<file path="config.mk">
export PLATFORM = sky130hd
export DESIGN_NAME = cluster_compressor
export DESIGN_NICKNAME = d
export VERILOG_FILES = /design/src/rtl/cc_pkg.sv /design/src/rtl/cc_packer.sv /design/src/rtl/cc_tstamp.sv /design/src/rtl/cc_cluster.sv /design/src/rtl/cc_addrgen.sv /design/src/rtl/cluster_compressor.sv
export SDC_FILE = /design/constraint.sdc
export NUM_CORES = 1
export LEC_CHECK = 0
export BUFFER_PORTS_ARGS = -buffer_cell sky130_fd_sc_hd__buf_2
export CORE_UTILIZATION = 60
export DETAILED_ROUTE_END_ITERATION = 6
export PLACE_DENSITY = 0.91
export SETUP_SLACK_MARGIN = 0.02
export SYNTH_ARGS = -nofsm -noshare
export SYNTH_HDL_FRONTEND = slang
export SYNTH_SLANG_ARGS = --single-unit
</file>
<file path="constraint.sdc">
create_clock -name clk -period 5.2 [get_ports clk]
set_input_delay 0.78 -clock clk [delete_from_list [all_inputs] [get_ports clk]]
set_output_delay 0.78 -clock clk [all_outputs]
set_load 0.05 [all_outputs]
</file>
<file path="src/rtl/cc_pkg.sv">
// Package: shared types for the cluster compressor.
// Assumes: nothing beyond IEEE 1800-2017.
package cc_pkg;

    // Packing arrangement of samples into one stored word.
    typedef enum logic [1:0] {
        PK_SINGLE = 2'd0,
        PK_DUAL   = 2'd1,
        PK_QUAD   = 2'd2,
        PK_ALT    = 2'd3
    } pack_mode_e;

endpackage

</file>
<file path="src/rtl/cc_packer.sv">
// Module: cc_packer
// Folds enabled samples into one word per tick. Single mode passes the
// sample through. Dual mode interleaves two samples of the low W/2 channels.
// Quad mode interleaves four samples of the low W/4 channels.
// Assumes: the mode is held steady between resets; W is a multiple of 4.
module cc_packer
    import cc_pkg::*;
#(
    parameter int W = 16
) (
    input  logic         clk,
    input  logic         rst_n,
    input  logic         smp_en,
    input  logic [W-1:0] smp_in,
    input  logic [1:0]   mode_i,
    output logic         tick_o,
    output logic [W-1:0] word_o
);
    localparam int CH2 = W / 2;
    localparam int CH4 = W / 4;

    pack_mode_e   mode;
    logic [1:0]   phase_q;
    logic [W-1:0] acc_q;
    logic [W-1:0] acc_nxt;
    logic         last_ph;
    logic         tick_q;
    logic [W-1:0] word_q;

    // Merge the incoming sample into the partial word at the current phase.
    always_comb begin
        mode    = pack_mode_e'(mode_i);
        acc_nxt = acc_q;
        last_ph = 1'b1;
        unique case (mode)
            PK_DUAL: begin
                for (int i = 0; i < CH2; i++) begin
                    acc_nxt[2*i + int'(phase_q[0])] = smp_in[i];
                end
                last_ph = phase_q[0];
            end
            PK_QUAD: begin
                for (int i = 0; i < CH4; i++) begin
                    acc_nxt[4*i + int'(phase_q)] = smp_in[i];
                end
                last_ph = &phase_q;
            end
            default: begin
                acc_nxt = smp_in;
                last_ph = 1'b1;
            end
        endcase
    end

    // Advance the phase and emit a completed word as a one-cycle tick.
    always_ff @(posedge clk) begin
        if (!rst_n) begin
            phase_q <= '0;
            acc_q   <= '0;
            tick_q  <= 1'b0;
            word_q  <= '0;
        end else begin
            tick_q <= 1'b0;
            if (smp_en) begin
                if (last_ph) begin
                    tick_q  <= 1'b1;
                    word_q  <= acc_nxt;
                    phase_q <= '0;
                end else begin
                    acc_q   <= acc_nxt;
                    phase_q <= phase_q + 2'd1;
                end
            end
        end
    end

    assign tick_o = tick_q;
    assign word_o = word_q;
endmodule

</file>
<file path="src/rtl/cc_tstamp.sv">
// Module: cc_tstamp
// Free-running tick timestamp, plus a count of the ticks since the last
// cluster opened. Raises force_o when that count reaches FORCE_TICKS. The
// gap count leaves reset at the limit, so the first tick always forces.
// Assumes: start_i is only high together with tick_i.
module cc_tstamp #(
    parameter int TS_W        = 16,
    parameter int FORCE_TICKS = 65536
) (
    input  logic            clk,
    input  logic            rst_n,
    input  logic            tick_i,
    input  logic            start_i,
    output logic [TS_W-1:0] ts_o,
    output logic            force_o
);
    localparam int GAP_W = $clog2(FORCE_TICKS + 1);
    localparam logic [GAP_W-1:0] GAP_MAX = GAP_W'(FORCE_TICKS);

    logic [TS_W-1:0]  ts_q;
    logic [GAP_W-1:0] gap_q;

    // Count ticks modulo 2**TS_W.
    always_ff @(posedge clk) begin
        if (!rst_n) begin
            ts_q <= '0;
        end else if (tick_i) begin
            ts_q <= ts_q + 1'b1;
        end
    end

    // Count ticks since the last opening tick, saturating at the limit.
    always_ff @(posedge clk) begin
        if (!rst_n) begin
            gap_q <= GAP_MAX;
        end else if (tick_i) begin
            if (start_i) begin
                gap_q <= GAP_W'(1);
            end else if (gap_q != GAP_MAX) begin
                gap_q <= gap_q + 1'b1;
            end
        end
    end

    assign ts_o    = ts_q;
    assign force_o = (gap_q == GAP_MAX);
endmodule

</file>
<file path="src/rtl/cc_cluster.sv">
// Module: cc_cluster
// Decides which ticks are stored and builds the write stream. An opening
// tick writes its timestamp first. Every stored tick's word leaves one
// cycle after the tick, so a timestamp and a sample never meet.
// Assumes: ticks are at least two cycles apart.
module cc_cluster #(
    parameter int W     = 16,
    parameter int SLOTS = 7
) (
    input  logic         clk,
    input  logic         rst_n,
    input  logic         tick_i,
    input  logic [W-1:0] word_i,
    input  logic [W-1:0] ts_i,
    input  logic         force_i,
    output logic         start_o,
    output logic         wr_en_o,
    output logic         wr_stamp_o,
    output logic [W-1:0] wr_data_o
);
    localparam int SLOT_W = $clog2(SLOTS + 1);
    localparam logic [SLOT_W-1:0] SLOT_LAST = SLOT_W'(SLOTS - 1);

    logic              open_q;
    logic [SLOT_W-1:0] slot_q;
    logic [W-1:0]      prev_q;
    logic              pend_v_q;
    logic [W-1:0]      pend_q;
    logic              start;
    logic              store;
    logic              wr_en_q;
    logic              wr_stamp_q;
    logic [W-1:0]      wr_data_q;

    // Open on a change or on a forced tick; store every tick of an open cluster.
    always_comb begin
        start = tick_i && !open_q && ((word_i != prev_q) || force_i);
        store = tick_i && (open_q || start);
    end

    // Track the previous word and the fill level of the open cluster.
    always_ff @(posedge clk) begin
        if (!rst_n) begin
            prev_q <= '0;
            open_q <= 1'b0;
            slot_q <= '0;
        end else begin
            if (tick_i) begin
                prev_q <= word_i;
            end
            if (start) begin
                open_q <= 1'b1;
                slot_q <= SLOT_W'(1);
            end else if (tick_i && open_q) begin
                if (slot_q == SLOT_LAST) begin
                    open_q <= 1'b0;
                    slot_q <= '0;
                end else begin
                    slot_q <= slot_q + 1'b1;
                end
            end
        end
    end

    // Hold each stored word for one cycle, then present the write.
    always_ff @(posedge clk) begin
        if (!rst_n) begin
            pend_v_q   <= 1'b0;
            pend_q     <= '0;
            wr_en_q    <= 1'b0;
            wr_stamp_q <= 1'b0;
            wr_data_q  <= '0;
        end else begin
            pend_v_q <= store;
            if (store) begin
                pend_q <= word_i;
            end
            if (start) begin
                wr_en_q    <= 1'b1;
                wr_stamp_q <= 1'b1;
                wr_data_q  <= ts_i;
            end else if (pend_v_q) begin
                wr_en_q    <= 1'b1;
                wr_stamp_q <= 1'b0;
                wr_data_q  <= pend_q;
            end else begin
                wr_en_q    <= 1'b0;
                wr_stamp_q <= 1'b0;
            end
        end
    end

    assign start_o    = start;
    assign wr_en_o    = wr_en_q;
    assign wr_stamp_o = wr_stamp_q;
    assign wr_data_o  = wr_data_q;
endmodule

</file>
<file path="src/rtl/cc_addrgen.sv">
// Module: cc_addrgen
// Word address counter for the row-organised memory. Rows occupy the upper
// ROW_W bits and the word within the row the lower COL_W bits. Sets a
// sticky flag on the first wrap.
// Assumes: adv_i is high in the cycle the current address is written.
module cc_addrgen #(
    parameter int ROW_W = 15,
    parameter int COL_W = 9
) (
    input  logic                   clk,
    input  logic                   rst_n,
    input  logic                   adv_i,
    output logic [ROW_W+COL_W-1:0] addr_o,
    output logic                   round_o
);
    localparam int ADDR_W = ROW_W + COL_W;

    logic [ADDR_W-1:0] addr_q;
    logic              round_q;

    // Step past each written word and note the wrap.
    always_ff @(posedge clk) begin
        if (!rst_n) begin
            addr_q  <= '0;
            round_q <= 1'b0;
        end else if (adv_i) begin
            addr_q <= addr_q + 1'b1;
            if (&addr_q) begin
                round_q <= 1'b1;
            end
        end
    end

    assign addr_o  = addr_q;
    assign round_o = round_q;
endmodule

</file>
<file path="src/rtl/cluster_compressor.sv">
// Module: cluster_compressor (top)
// Chain: packer, then timestamp and cluster control, then address
// generator. Stores a stamped cluster of SLOTS consecutive words when the
// pins change, or when FORCE_TICKS ticks pass without a cluster.
// Assumes: smp_en never high in consecutive cycles; pack_mode steady
// between resets.
module cluster_compressor #(
    parameter int SMP_W       = 16,
    parameter int FORCE_TICKS = 65536,
    parameter int SLOTS       = 7,
    parameter int ROW_W       = 15,
    parameter int COL_W       = 9
) (
    input  logic                   clk,
    input  logic                   rst_n,
    input  logic                   smp_en,
    input  logic [SMP_W-1:0]       smp_in,
    input  logic [1:0]             pack_mode,
    output logic                   wr_en,
    output logic [ROW_W+COL_W-1:0] wr_addr,
    output logic [SMP_W-1:0]       wr_data,
    output logic                   round
);
    logic             tick;
    logic [SMP_W-1:0] word;
    logic [SMP_W-1:0] ts;
    logic             force_due;
    logic             start;
    logic             wr_stamp;

    cc_packer #(.W(SMP_W)) u_packer (
        .clk    (clk),
        .rst_n  (rst_n),
        .smp_en (smp_en),
        .smp_in (smp_in),
        .mode_i (pack_mode),
        .tick_o (tick),
        .word_o (word)
    );

    cc_tstamp #(.TS_W(SMP_W), .FORCE_TICKS(FORCE_TICKS)) u_tstamp (
        .clk     (clk),
        .rst_n   (rst_n),
        .tick_i  (tick),
        .start_i (start),
        .ts_o    (ts),
        .force_o (force_due)
    );

    cc_cluster #(.W(SMP_W), .SLOTS(SLOTS)) u_cluster (
        .clk        (clk),
        .rst_n      (rst_n),
        .tick_i     (tick),
        .word_i     (word),
        .ts_i       (ts),
        .force_i    (force_due),
        .start_o    (start),
        .wr_en_o    (wr_en),
        .wr_stamp_o (wr_stamp),
        .wr_data_o  (wr_data)
    );

    cc_addrgen #(.ROW_W(ROW_W), .COL_W(COL_W)) u_addrgen (
        .clk     (clk),
        .rst_n   (rst_n),
        .adv_i   (wr_en),
        .addr_o  (wr_addr),
        .round_o (round)
    );
endmodule

</file>
After elaboration in Yosys (flattened, before gate mapping):

Cells that the tools add are included.

* bits in registers: 147
* input bits: 21
* output and inout bits: 42
* logic and storage cells: 146

* $add $sub $neg: 15
* $lt $le $gt $ge: 24
* eq/ne operators: 6
* mux-type cells: 52
* bitwise gates (word level): 2
* reduce and logical (&&, ||, !) cells: 31

Operators with widths (number)
* greater-or-equal comparator 32 x 1 -> 1 bit, second input constant: 10
* < comparator 32 x 6 -> 1 bit, second input constant: 10
* bitwise mux 16 bit: 12
* demux 1 bit (select 4 bit): 10
* 2-to-1 mux 17 bit: 2
* 2-to-1 mux 16 bit: 2
* one-hot mux 16 bit (2 select lines): 1
* AND reduction 25 bit: 1
* adder 24 x 1 -> 24 bit, second input constant: 1
* adder 4 x 1 -> 5 bit, first input constant: 4
* 2-to-1 mux 1 bit: 20
* adder 17 x 1 -> 17 bit, second input constant: 1
* == test 17 bit, second input constant: 1
* != test 17 bit, second input constant: 1
* adder 16 x 1 -> 16 bit, second input constant: 1
* logical AND 1 bit: 16
* != test 16 bit: 1
* AND reduction 2 bit: 6
* adder 4 x 2 -> 5 bit, first input constant: 2
* adder 3 x 1 -> 4 bit, first input constant: 2
* nonzero test 2 bit: 4
* < comparator 1 x 5 -> 1 bit, second input constant: 1
* < comparator 2 x 5 -> 1 bit, second input constant: 1
* adder 3 x 2 -> 4 bit, first input constant: 1
* other kinds (17): 19

Depth between registers and ports, before layout:

Gate-level depths: netlist of run 1.

* word-level depth: 13
* mapped depth: 11
* mapped depth without buffers: 7

Cells and area by module:

From an unflattened synthesis of run 1, not the netlist that was laid out.

* cells, all modules: 851
* area, all modules: 7464.7 µm²

By module, submodules not included
* cc_cluster: instances 1, cells an instance 304, area each 2765.2 µm², sequential area each 1101.1 µm²
* cc_packer: instances 1, cells an instance 208, area each 1833.0 µm², sequential area each 700.7 µm²
* cc_tstamp: instances 1, cells an instance 212, area each 1755.4 µm², sequential area each 660.6 µm²
* cc_addrgen: instances 1, cells an instance 127, area each 1111.1 µm², sequential area each 500.5 µm²

Least setup slack after synthesis of run 1:

OpenSTA, ideal clock, no wires.

* path type: input -> register
* from: input port pack_mode[1]
* to: register u_packer.acc_q[13]
* setup time: 0.070 ns
* data arrival time: 2.312 ns
* data required time: 5.130 ns
* setup slack: 2.818 ns
* stages on the path: 11
* path buffers: 4
* cells stage by stage: inv_1 ha_1 buf_2 and2_1 buf_2 a211oi_1 and2_1 buf_2 buf_4 nand2_1 a21oi_1

* longest elaborated chain between the ends: 4
* elaborated cells between the ends (all ways): 6
* those cells by class: eq/ne (2); mux (2); bitwise (1); reduce/logical (1)

Ends and longest elaborated chain
* start: declaration: RTL line cluster_compressor.sv:18 `input logic [1:0] pack_mode,`
* == test 2 bit / == test 2 x 1 -> 1 bit (equally long branches): RTL line cc_packer.sv:35 `unique case (mode)`
* one-hot mux 1 bit (2 select lines): RTL line cc_packer.sv:35
* NOT 1 bit (no source line)
* AND reduction 2 bit (no source line)
* end signal: assignment: RTL line cc_packer.sv:70 `acc_q <= acc_nxt;`
* end: declaration: RTL line cc_packer.sv:24 `logic [W-1:0] acc_q;`

Parallel ways exist; a longest one is shown, timed or not.
A chain may end at the register's enable or synchronous reset.

Worst setup path in the final report of run 1:

* from: input port pack_mode[0]
* to: register u_packer.word_q[9], in the netlist u_packer.word_o[9]

* longest elaborated chain between the ends: 3
* elaborated cells between the ends (all ways): 5
* those cells by class: eq/ne (2); mux (2); reduce/logical (1)

Ends and longest elaborated chain
* == test 2 bit / == test 2 x 1 -> 1 bit (equally long branches): RTL line cc_packer.sv:35
* one-hot mux 1 bit (2 select lines): RTL line cc_packer.sv:35
* AND reduction 2 bit (no source line)
* end signal: assignment: RTL line cc_packer.sv:67 `word_q <= acc_nxt;`
* end: declaration: RTL line cc_packer.sv:28 `logic [W-1:0] word_q;`

Parallel ways exist; a longest one is shown, timed or not.

==> results.cfg, run 1 <==
[pwr]
power_frac_seq = 0.469
p_int_mw = 1.90
p_sw_mw = 0.631
p_per_area_nw_per_um2 = 323
fin_total_pwr_mw = 2.53
leakagePower_nw = 2.84
combPwrFrac = 0.090
swShare = 0.250
ir_worst_vdd_mv = 0.366
clockPowerShare = 0.441

[clock_tree]
clock_path_buffers = 2
cts_inserted_buffers = 17
insertion_delay_ps = 420
cts-root-buf = clkbuf_16
cts_tree = yes
cts_sinks = 147
htreeDepth = 4
path_clk_slew_ps = 60
cts_hold_buf = 0
postCtsSetupRepairBufs = 0
post_cts_resized = 0

[final_layout]
stdcell_area_um2 = 7830
num_antenna_cells = 0
layout-drive-gt1-share = 0.161
final_core_util = 0.688
final_common_cell = dfxtp_1
final_cells = 998
fillers = 859
area_growth_pct = 12.0
fin_nets = 875
mostFrequentLayoutCells = dfxtp_1, nand2_1, buf_2, nor2_1, a21oi_1

[floorplanning]
die_w_um = 110
coreArea_um2 = 11400
core.rowCount = 39
num_io_pins = 63
die_h_um = 110
initial_utilization = 0.614
die_area_um2 = 12100

[global_route]
grt_pass1_wl_um = 25100
grt_pass1_vias = 5326
antenna_found_initial = 0
overflow = 0
grt_max_degree = 74
track_usage = 0.269

[critical_path]
rrSetupSlack_ps = 2360
criticalPathCategory = primary input to flop
critical-path-top-delay-family = simple AND/OR/NAND/NOR gates
critPathMaxStageDelay_ps = 970
worstSetupEndpointType = flop
crit_end = u_packer.word_o[9]
crit_cells = 7
r2r_cells = 8
path_cells = buf_2, inv_1, ha_1, a211oi_1, nor2b_1, nand2_1, a21oi_1
cp-start-kind = primary input
critPathMaxFanout = 28
r2r-start = u_tstamp.gap_q[0]
startpoint = pack_mode[0]
critPathArrivalTime_ps = 3300
rr_endpoint = u_cluster.wr_data_o[9]
cpMaxStageDelayCell = nor2b_1
path_buf_inv = 2
worstPathRequired_ps = 5540

[drt]
viasPerCell = 5.92
drc = 1
routed_wirelength_um = 15700
ant_nets = 0
vias = 5905
drt_pass1_iterations = 7
drt_iter0_drc = 342
wl_per_cell_um = 15.7

[placed_design]
place_hpwl_um = 9770
io_buffer_count = 62
post_dp_cell_area_um2 = 7290
gp_congestion = 0.868
place_inst = 968

[logic_synthesis]
syn_area_um2 = 6990
synth_edf_count = 0
synth_nets = 838
ys_types = 52
syn_avg_cell_area_um2 = 8.66
syn_inst = 807
synth-seq-cells = 147
synth_seq_area_share = 0.421
ys_async_sr_fraction = 0
yosys_warnings = 0
synth_ff_type = dfxtp_1

[timing]
worst_slew_pin_slew_ps = 1200
clock_skew_ps = 8.51
slew_headroom = 0.199
fin_crit_ps = 2960
min_period_over_period = 0.569
setup_violations = 0
hold_viol = 0
grt_setup_unrepaired = no
clock.fmax_ghz = 0.338
drv_slew = 0
totalNegativeSetupSlack_ps = 0

[hold_path]
hp-class = flop to flop
min_path_cells = 2
min_from = u_packer.acc_q[12]

[run_status]
status = finished, violations left
violations = DRC

[run]
cap_violations = 0
==> through the flow <==
step                      setup slack (ps)  hold slack [ps]
after floorplan                       2820              431
after global placement                2100              442
after detailed placement              1930              446
after CTS                             2340              455
after global routing                  1990              465
final                                 2240              455
==> per-layer routing <==
layer,up-vias,share of wire,global-route usage,routed length [um]
met5,-,0,0,0
met2,184,0.49,0.451,7680
met1,2808,0.44,0.328,6910
li1,2870,-,-,-
met3,43,0.043,0.0569,671
met4,0,0.029,0.128,450
==> sequential cells by signal, indices dropped and copies added, names as in the netlist, 2 cells and up <==
| name | count |
|---|---|
| u_cluster.prev_q | 16 |
| u_cluster.slot_q | 3 |
| u_tstamp.ts_o | 16 |
| u_cluster.pend_q | 16 |
| u_packer.phase_q | 2 |
| u_tstamp.gap_q | 17 |
| u_packer.word_o | 16 |
| u_packer.acc_q | 16 |
| u_cluster.wr_data_o | 16 |
| u_addrgen.addr_o | 24 |
==> logic make-up (layout without fill, tap and decap cells) <==
group,count (synthesis),in the layout,synth area share
AOI/OAI and AO/OA,128,128,0.116
xor gates and xnor gates,53,53,0.0665
adders and majority gates,10,10,0.0179
buffers and inverters,79,127,0.0496
DFF,147,147,0.421
muxes,83,83,0.125
and+or+nand+nor,307,307,0.204
==> area by class of cell <==
class | count | area (um^2) | area share
well taps | 143 | 179 | 0.0229
repair buffers | 67 | 348 | 0.0445
multi-input cells | 581 | 3710 | 0.474
flip-flops and latches | 147 | 2940 | 0.376
inverters | 30 | 113 | 0.0144
clock buffers | 19 | 443 | 0.0566
clock inverters | 11 | 90.1 | 0.0115
==> Yosys cell counts (2+ instances only) <==
cell type / count / area, um^2
o21ai_0: 21 / 105
nor4_1: 5 / 31.3
nor2b_1: 4 / 25.0
a221oi_1: 11 / 96.3
nor3b_1: 2 / 15.0
a211oi_1: 10 / 75.1
o2111ai_1: 3 / 26.3
buf_2: 9 / 45.0
and4_1: 5 / 43.8
nand3_1: 13 / 65.1
a2bb2oi_1: 4 / 35.0
inv_1: 29 / 109
clkbuf_1: 30 / 113
buf_1: 2 / 7.51
and3_1: 3 / 18.8
o21a_1: 2 / 15.0
mux2i_1: 50 / 500
dfxtp_1: 147 / 2940
a21oi_1: 55 / 275
ha_1: 10 / 125
a31oi_1: 2 / 12.5
o211ai_1: 3 / 22.5
nand2_1: 145 / 544
xnor2_1: 38 / 333
or3_1: 15 / 93.8
nor2_1: 56 / 210
a32oi_1: 3 / 26.3
nor3_1: 21 / 105
mux2_2: 33 / 372
buf_4: 5 / 37.5
and2_1: 7 / 43.8
o31ai_1: 6 / 45.0
or4_1: 6 / 45.0
xor2_1: 15 / 131
a211oi_2: 2 / 25.0
nand4_1: 19 / 119
==> worst min path at each step <==
stage | endpoint | slack, ps
finish | u_packer.acc_q[12] | 450
global route | u_packer.acc_q[12] | 470
global placement | u_packer.acc_q[12] | 440
detailed placement | u_packer.acc_q[12] | 450
floorplan | u_cluster.pend_q[0] | 430
CTS | u_packer.acc_q[12] | 460
==> worst register-to-register path, delay by kind of cell, from the launching register on <==
family                     cells  cell delay (ps)
AOI/OAI and AO/OA              1              650
and+or+nand+nor                3              770
muxes                          1              260
adders and majority gates      1              160
DFF                            1              330
buffers and inverters          2              600
==> power groups by stage <==
stage	sequential [mW]	clock [mW]	combinational (mW)
floorplan	1.20	0	0.173
global placement	1.21	0	0.213
detailed placement	1.21	0	0.219
CTS	1.18	1.12	0.224
global route	1.19	1.17	0.247
finish	1.19	1.11	0.226
Power figures use the tool's default switching activity.
==> run 2, diff against run 1 <==
--- a/config.mk
+++ b/config.mk
@@ -5,10 +5,11 @@
 export SDC_FILE = /design/constraint.sdc
 export NUM_CORES = 1
 export LEC_CHECK = 0
+export ABC_AREA = 1
 export BUFFER_PORTS_ARGS = -buffer_cell sky130_fd_sc_hd__buf_2
-export CORE_UTILIZATION = 60
+export CORE_UTILIZATION = 54
 export DETAILED_ROUTE_END_ITERATION = 6
-export PLACE_DENSITY = 0.91
+export PLACE_DENSITY = 0.87
 export SETUP_SLACK_MARGIN = 0.02
 export SYNTH_ARGS = -nofsm -noshare
 export SYNTH_HDL_FRONTEND = slang
==> constraint.sdc (replaced) <==
create_clock -name clk -period 2.42 [get_ports clk]
set_input_delay 0.363 -clock clk [delete_from_list [all_inputs] [get_ports clk]]
set_output_delay 0.363 -clock clk [all_outputs]
set_load 0.05 [all_outputs]
==> results.cfg, run 2 <==
[run_status]
status = complete, no violations

[floorplanning]
die_area_um2 = 13800
die_h_um = 117
coreArea_um2 = 12800
die_w_um = 117
num_io_pins = 63
initial_utilization = 0.563
core.rowCount = 41

[timing]
slew_headroom = 0.594
clock.fmax_ghz = 0.479
totalNegativeSetupSlack_ps = 0
fin_crit_ps = 2090
setup_violations = 0
drv_slew = 0
hold_viol = 0
min_period_over_period = 0.863
worst_slew_pin_slew_ps = 610
grt_setup_unrepaired = no
clock_skew_ps = 5.44

[drt]
drt_iter0_drc = 584
vias = 6721
routed_wirelength_um = 16300
viasPerCell = 5.27
drt_pass1_iterations = 5
drc = 0
ant_nets = 0
wl_per_cell_um = 12.8

[placed_design]
place_hpwl_um = 11500
gp_congestion = 0.917
io_buffer_count = 62
post_dp_cell_area_um2 = 7640

[clock_tree]
cts_hold_buf = 0
insertion_delay_ps = 420
htreeDepth = 4
post_cts_resized = 0
postCtsSetupRepairBufs = 0
path_clk_slew_ps = 60
clock_path_buffers = 2
cts_sinks = 147
cts_tree = yes
cts_inserted_buffers = 17
cts-root-buf = clkbuf_16

[final_layout]
fin_nets = 1123
area_growth_pct = 13.1
mostFrequentLayoutCells = nand2_1, dfxtp_1, nor2_1, a21oi_1, inv_1
layout-drive-gt1-share = 0.134
num_antenna_cells = 0
largest_reg_flops = 24
final_common_cell = nand2_1
stdcell_area_um2 = 8130

[logic_synthesis]
synth.most_common_cell = nand2_1
muxShareOfSynthArea = 0
synth-xor-area-share = 0.0183
synth-seq-cells = 147
synthSimpleGateAreaFrac = 0.283
synth.area.top_cells = dfxtp_1, nand2_1, a21oi_1
synth_nets = 1069
synth_common_cells = nand2_1, dfxtp_1, nor2_1, a21oi_1, inv_1
synth_edf_count = 0
yosys_warnings = 0
synth_seq_area_share = 0.410
synth_ff_type = dfxtp_1
yosys.area.top_type = dfxtp_1
ys_async_sr_fraction = 0
ys_types = 42
synth-compound-area-share = 0.174
yosys.area_share.adder = 0.0174
syn_area_um2 = 7190
syn_inst = 1038
synth_top_family_by_area = simple AND/OR/NAND/NOR gates
syn_avg_cell_area_um2 = 6.92
synth_top_area_share = 0.410

[hold_path]
hp-class = primary input to flop
min_from = smp_en

[critical_path]
criticalPathCategory = flop to flop
rrSetupSlack_ps = 330
worstSetupEndpointType = flop
critPathMaxFanout = 24
r2r-start = u_tstamp.gap_q[0]
cp_common_cell = nand3_1
critical-path-top-delay-family = simple AND/OR/NAND/NOR gates
cp-start-kind = flop
startpoint = u_tstamp.gap_q[0]
critPathArrivalTime_ps = 2430
cpMaxStageDelayCell = dfxtp_1
worstPathRequired_ps = 2760
path_cells = inv_1, ha_1, nand3_1, nor2_1, nand3_1, nand3_4, nand2_4, buf_4, nand3_1, a21oi_1
path_buf_inv = 2
critPathMaxStageDelay_ps = 370

[global_route]
grt_pass1_wl_um = 27600
grt_max_degree = 64
overflow = 0
grt_pass1_vias = 6059
track_usage = 0.243
antenna_found_initial = 0

[pwr]
leakagePower_nw = 3.45
ir_worst_vdd_mv = 0.476
fin_total_pwr_mw = 5.50
p_per_area_nw_per_um2 = 677

[run]
cap_violations = 0
==> run 2: cell type report <==
class	instances	area [um^2]
Fill cell	1132	4650
Sequential cell	147	2940
Inverter	130	488
Clock inverter	7	37.5
Tap cell	172	215
Timing Repair Buffer	79	450
Multi-Input combinational cell	717	3540
Clock buffer	23	448
==> run 2: path summary, 6_finish.rpt <==
check / to / cells past startpoint
max: u_cluster.pend_q[12] / 10
min reg2reg: u_addrgen.round_o / 2
max reg2reg: u_cluster.pend_q[12] / 10
min: u_packer.phase_q[1] / 4
==> run 2: per-layer routing <==
layer / vias up / global-route usage / routed length, um
li1: 3507 / - / -
met1: 3039 / 0.313 / 7840
met2: 159 / 0.401 / 7590
met3: 16 / 0.0603 / 723
met4: 0 / 0.0714 / 180
met5: - / 0 / 0
==> run 2: through the flow <==
stage,setup WS [ps],cells,utilization,hold slack (ps)
2_1_floorplan,451,1038,-,455
3_3_place_gp,385,1245,0.598,445
3_5_place_dp,339,1245,0.598,445
4_1_cts,343,1275,0.636,251
5_1_grt,138,1275,0.636,283
6_report,331,1275,0.636,278
==> run 2: cells by family (layout without fill, tap and decap cells) <==
group / count (synthesis) / in the layout
xor+xnor: 15 / 15
flops: 147 / 147
simple gates: 460 / 460
buf+inv: 174 / 239
compound gates: 232 / 232
fa+ha+maj: 10 / 10
==> run 2: where the power goes <==
part | internal, mW | switching, mW | leakage (nW)
clock | 1.28 | 0.934 | 0.240
combinational | 0.213 | 0.455 | 2.01
sequential | 2.53 | 0.0871 | 1.20
==> run 2: worst min-delay path, delay by kind of cell <==
family / cells / cell delay (ps)
AOI/OAI and AO/OA: 1 / 60
buffers and inverters: 2 / 160
and+or+nand+nor: 1 / 60
==> run 3, diff against run 2 <==
--- a/config.mk
+++ b/config.mk
@@ -7,6 +7,7 @@
 export LEC_CHECK = 0
 export ABC_AREA = 1
 export BUFFER_PORTS_ARGS = -buffer_cell sky130_fd_sc_hd__buf_2
+export CORE_ASPECT_RATIO = 2
 export CORE_UTILIZATION = 54
 export DETAILED_ROUTE_END_ITERATION = 6
 export PLACE_DENSITY = 0.87
==> results.cfg, run 3 (same netlist as run 2, synthesis figures left out) <==
[pwr]
power_frac_seq = 0.443
p_int_mw = 4.32
p_sw_mw = 1.59
clockPowerShare = 0.442
fin_total_pwr_mw = 5.90
leakagePower_nw = 3.50
swShare = 0.269
combPwrFrac = 0.115
p_per_area_nw_per_um2 = 719
ir_worst_vdd_mv = 0.592

[drt]
vias = 7036
viasPerCell = 5.60
wl_per_cell_um = 14.3
drt_iter0_drc = 537
routed_wirelength_um = 17900
drt_pass1_iterations = 5
ant_nets = 0
drc = 0

[floorplanning]
coreArea_um2 = 13000
die_h_um = 165
num_io_pins = 63
die_w_um = 83.6
initial_utilization = 0.553
die_area_um2 = 13800
core.rowCount = 59

[final_layout]
stdcell_area_um2 = 8210
num_antenna_cells = 0
largest_reg_flops = 24
area_growth_pct = 14.2
mostFrequentLayoutCells = nand2_1, dfxtp_1, nor2_1, a21oi_1, inv_1
final_common_cell = nand2_1
fin_nets = 1122
final_cells = 1256
layout-drive-gt1-share = 0.139

[critical_path]
r2r-start = u_tstamp.gap_q[0]
cpMaxStageDelayCell = dfxtp_1
criticalPathCategory = flop to flop
rr_endpoint = u_cluster.wr_data_o[4]
critPathMaxStageDelay_ps = 390
cp-start-kind = flop
path_cells = inv_1, ha_1, nand3_1, nor2_1, nand3_1, nand3_4, nand2_4, buf_4, nand3_1, a21oi_1
critPathArrivalTime_ps = 2480
r2r_cells = 10
worstPathRequired_ps = 2760
rrSetupSlack_ps = 290
critPathMaxFanout = 23
critical-path-top-delay-family = simple AND/OR/NAND/NOR gates
path_buf_inv = 2
cp_common_cell = nand3_1
worstSetupEndpointType = flop

[global_route]
grt_pass1_wl_um = 29500
grt_pass1_vias = 6635
antenna_found_initial = 0
grt_max_degree = 64
overflow = 0
track_usage = 0.263

[placed_design]
io_buffer_count = 62
post_dp_cell_area_um2 = 7620
place_hpwl_um = 12800
gp_congestion = 0.972
place_inst = 1224

[timing]
totalNegativeSetupSlack_ps = 0
worst_slew_pin_slew_ps = 590
clock_skew_ps = 5.80
grt_setup_unrepaired = no
clock.fmax_ghz = 0.469
setup_violations = 0
min_period_over_period = 0.882
drv_slew = 0
slew_headroom = 0.607
fin_crit_ps = 2130
hold_viol = 0

[clock_tree]
post_cts_resized = 0
cts_inserted_buffers = 17
insertion_delay_ps = 420
postCtsSetupRepairBufs = 0
clock_path_buffers = 2
path_clk_slew_ps = 60
htreeDepth = 4
cts_hold_buf = 0
cts_tree = yes
cts_sinks = 147
cts-root-buf = clkbuf_16

[hold_path]
hold_path_end = u_packer.phase_q[1]
hp-class = primary input to flop
min_from = smp_en
min_path_cells = 4

[run]
cap_violations = 0

[run_status]
status = complete, no violations
## run 3: worst max-delay path by stage
stage                         from                      to  cells past startpoint
2_1_floorplan  u_addrgen.addr_o[0]    u_addrgen.addr_o[18]                      9
3_3_place_gp     u_tstamp.gap_q[0]     u_cluster.pend_q[8]                     10
4_1_cts          u_tstamp.gap_q[0]     u_cluster.pend_q[8]                     10
3_5_place_dp          pack_mode[0]       u_packer.acc_q[9]                      9
5_1_grt          u_tstamp.gap_q[0]     u_cluster.pend_q[0]                     10
6_report         u_tstamp.gap_q[0]  u_cluster.wr_data_o[4]                     10
## run 3: per-layer routing
metal / track usage / vias to the layer above / part of all wire
met5: 0 / - / 0
met1: 0.261 / 3246 / 0.37
li1: - / 3494 / -
met3: 0.0477 / 65 / 0.040
met4: 0.156 / 0 / 0.046
met2: 0.501 / 231 / 0.54
## run 3: power groups by stage
| stage | Clock (mW) | Combinational [mW] | Sequential, mW |
|---|---|---|---|
| 2_1_floorplan | 0 | 0.436 | 2.72 |
| 3_3_place_gp | 0 | 0.653 | 2.66 |
| 3_5_place_dp | 0 | 0.667 | 2.67 |
| 4_1_cts | 2.62 | 0.674 | 2.61 |
| 5_1_grt | 2.73 | 0.748 | 2.63 |
| 6_report | 2.61 | 0.679 | 2.62 |
## run 3: cell type report
cell class / count / area [um^2]
tap: 152 / 190
fill: 1110 / 4780
timing repair buffer: 78 / 455
clock buffer: 20 / 457
multi-input combinational: 717 / 3540
sequential: 147 / 2940
inverter: 130 / 488
clock inverter: 12 / 130
## run 3: worst min-delay path: stages
cell     delay, ps
buf_2           90
inv_1           60
nand2_1         50
a21oi_1         60
## run 3: stage by stage
step / util / setup WS [ps] / hold WS [ps]
2_1_floorplan: - / 451 / 455
3_3_place_gp: 0.587 / 399 / 440
3_5_place_dp: 0.587 / 338 / 445
4_1_cts: 0.632 / 304 / 262
5_1_grt: 0.632 / 111 / 294
6_report: 0.632 / 286 / 268
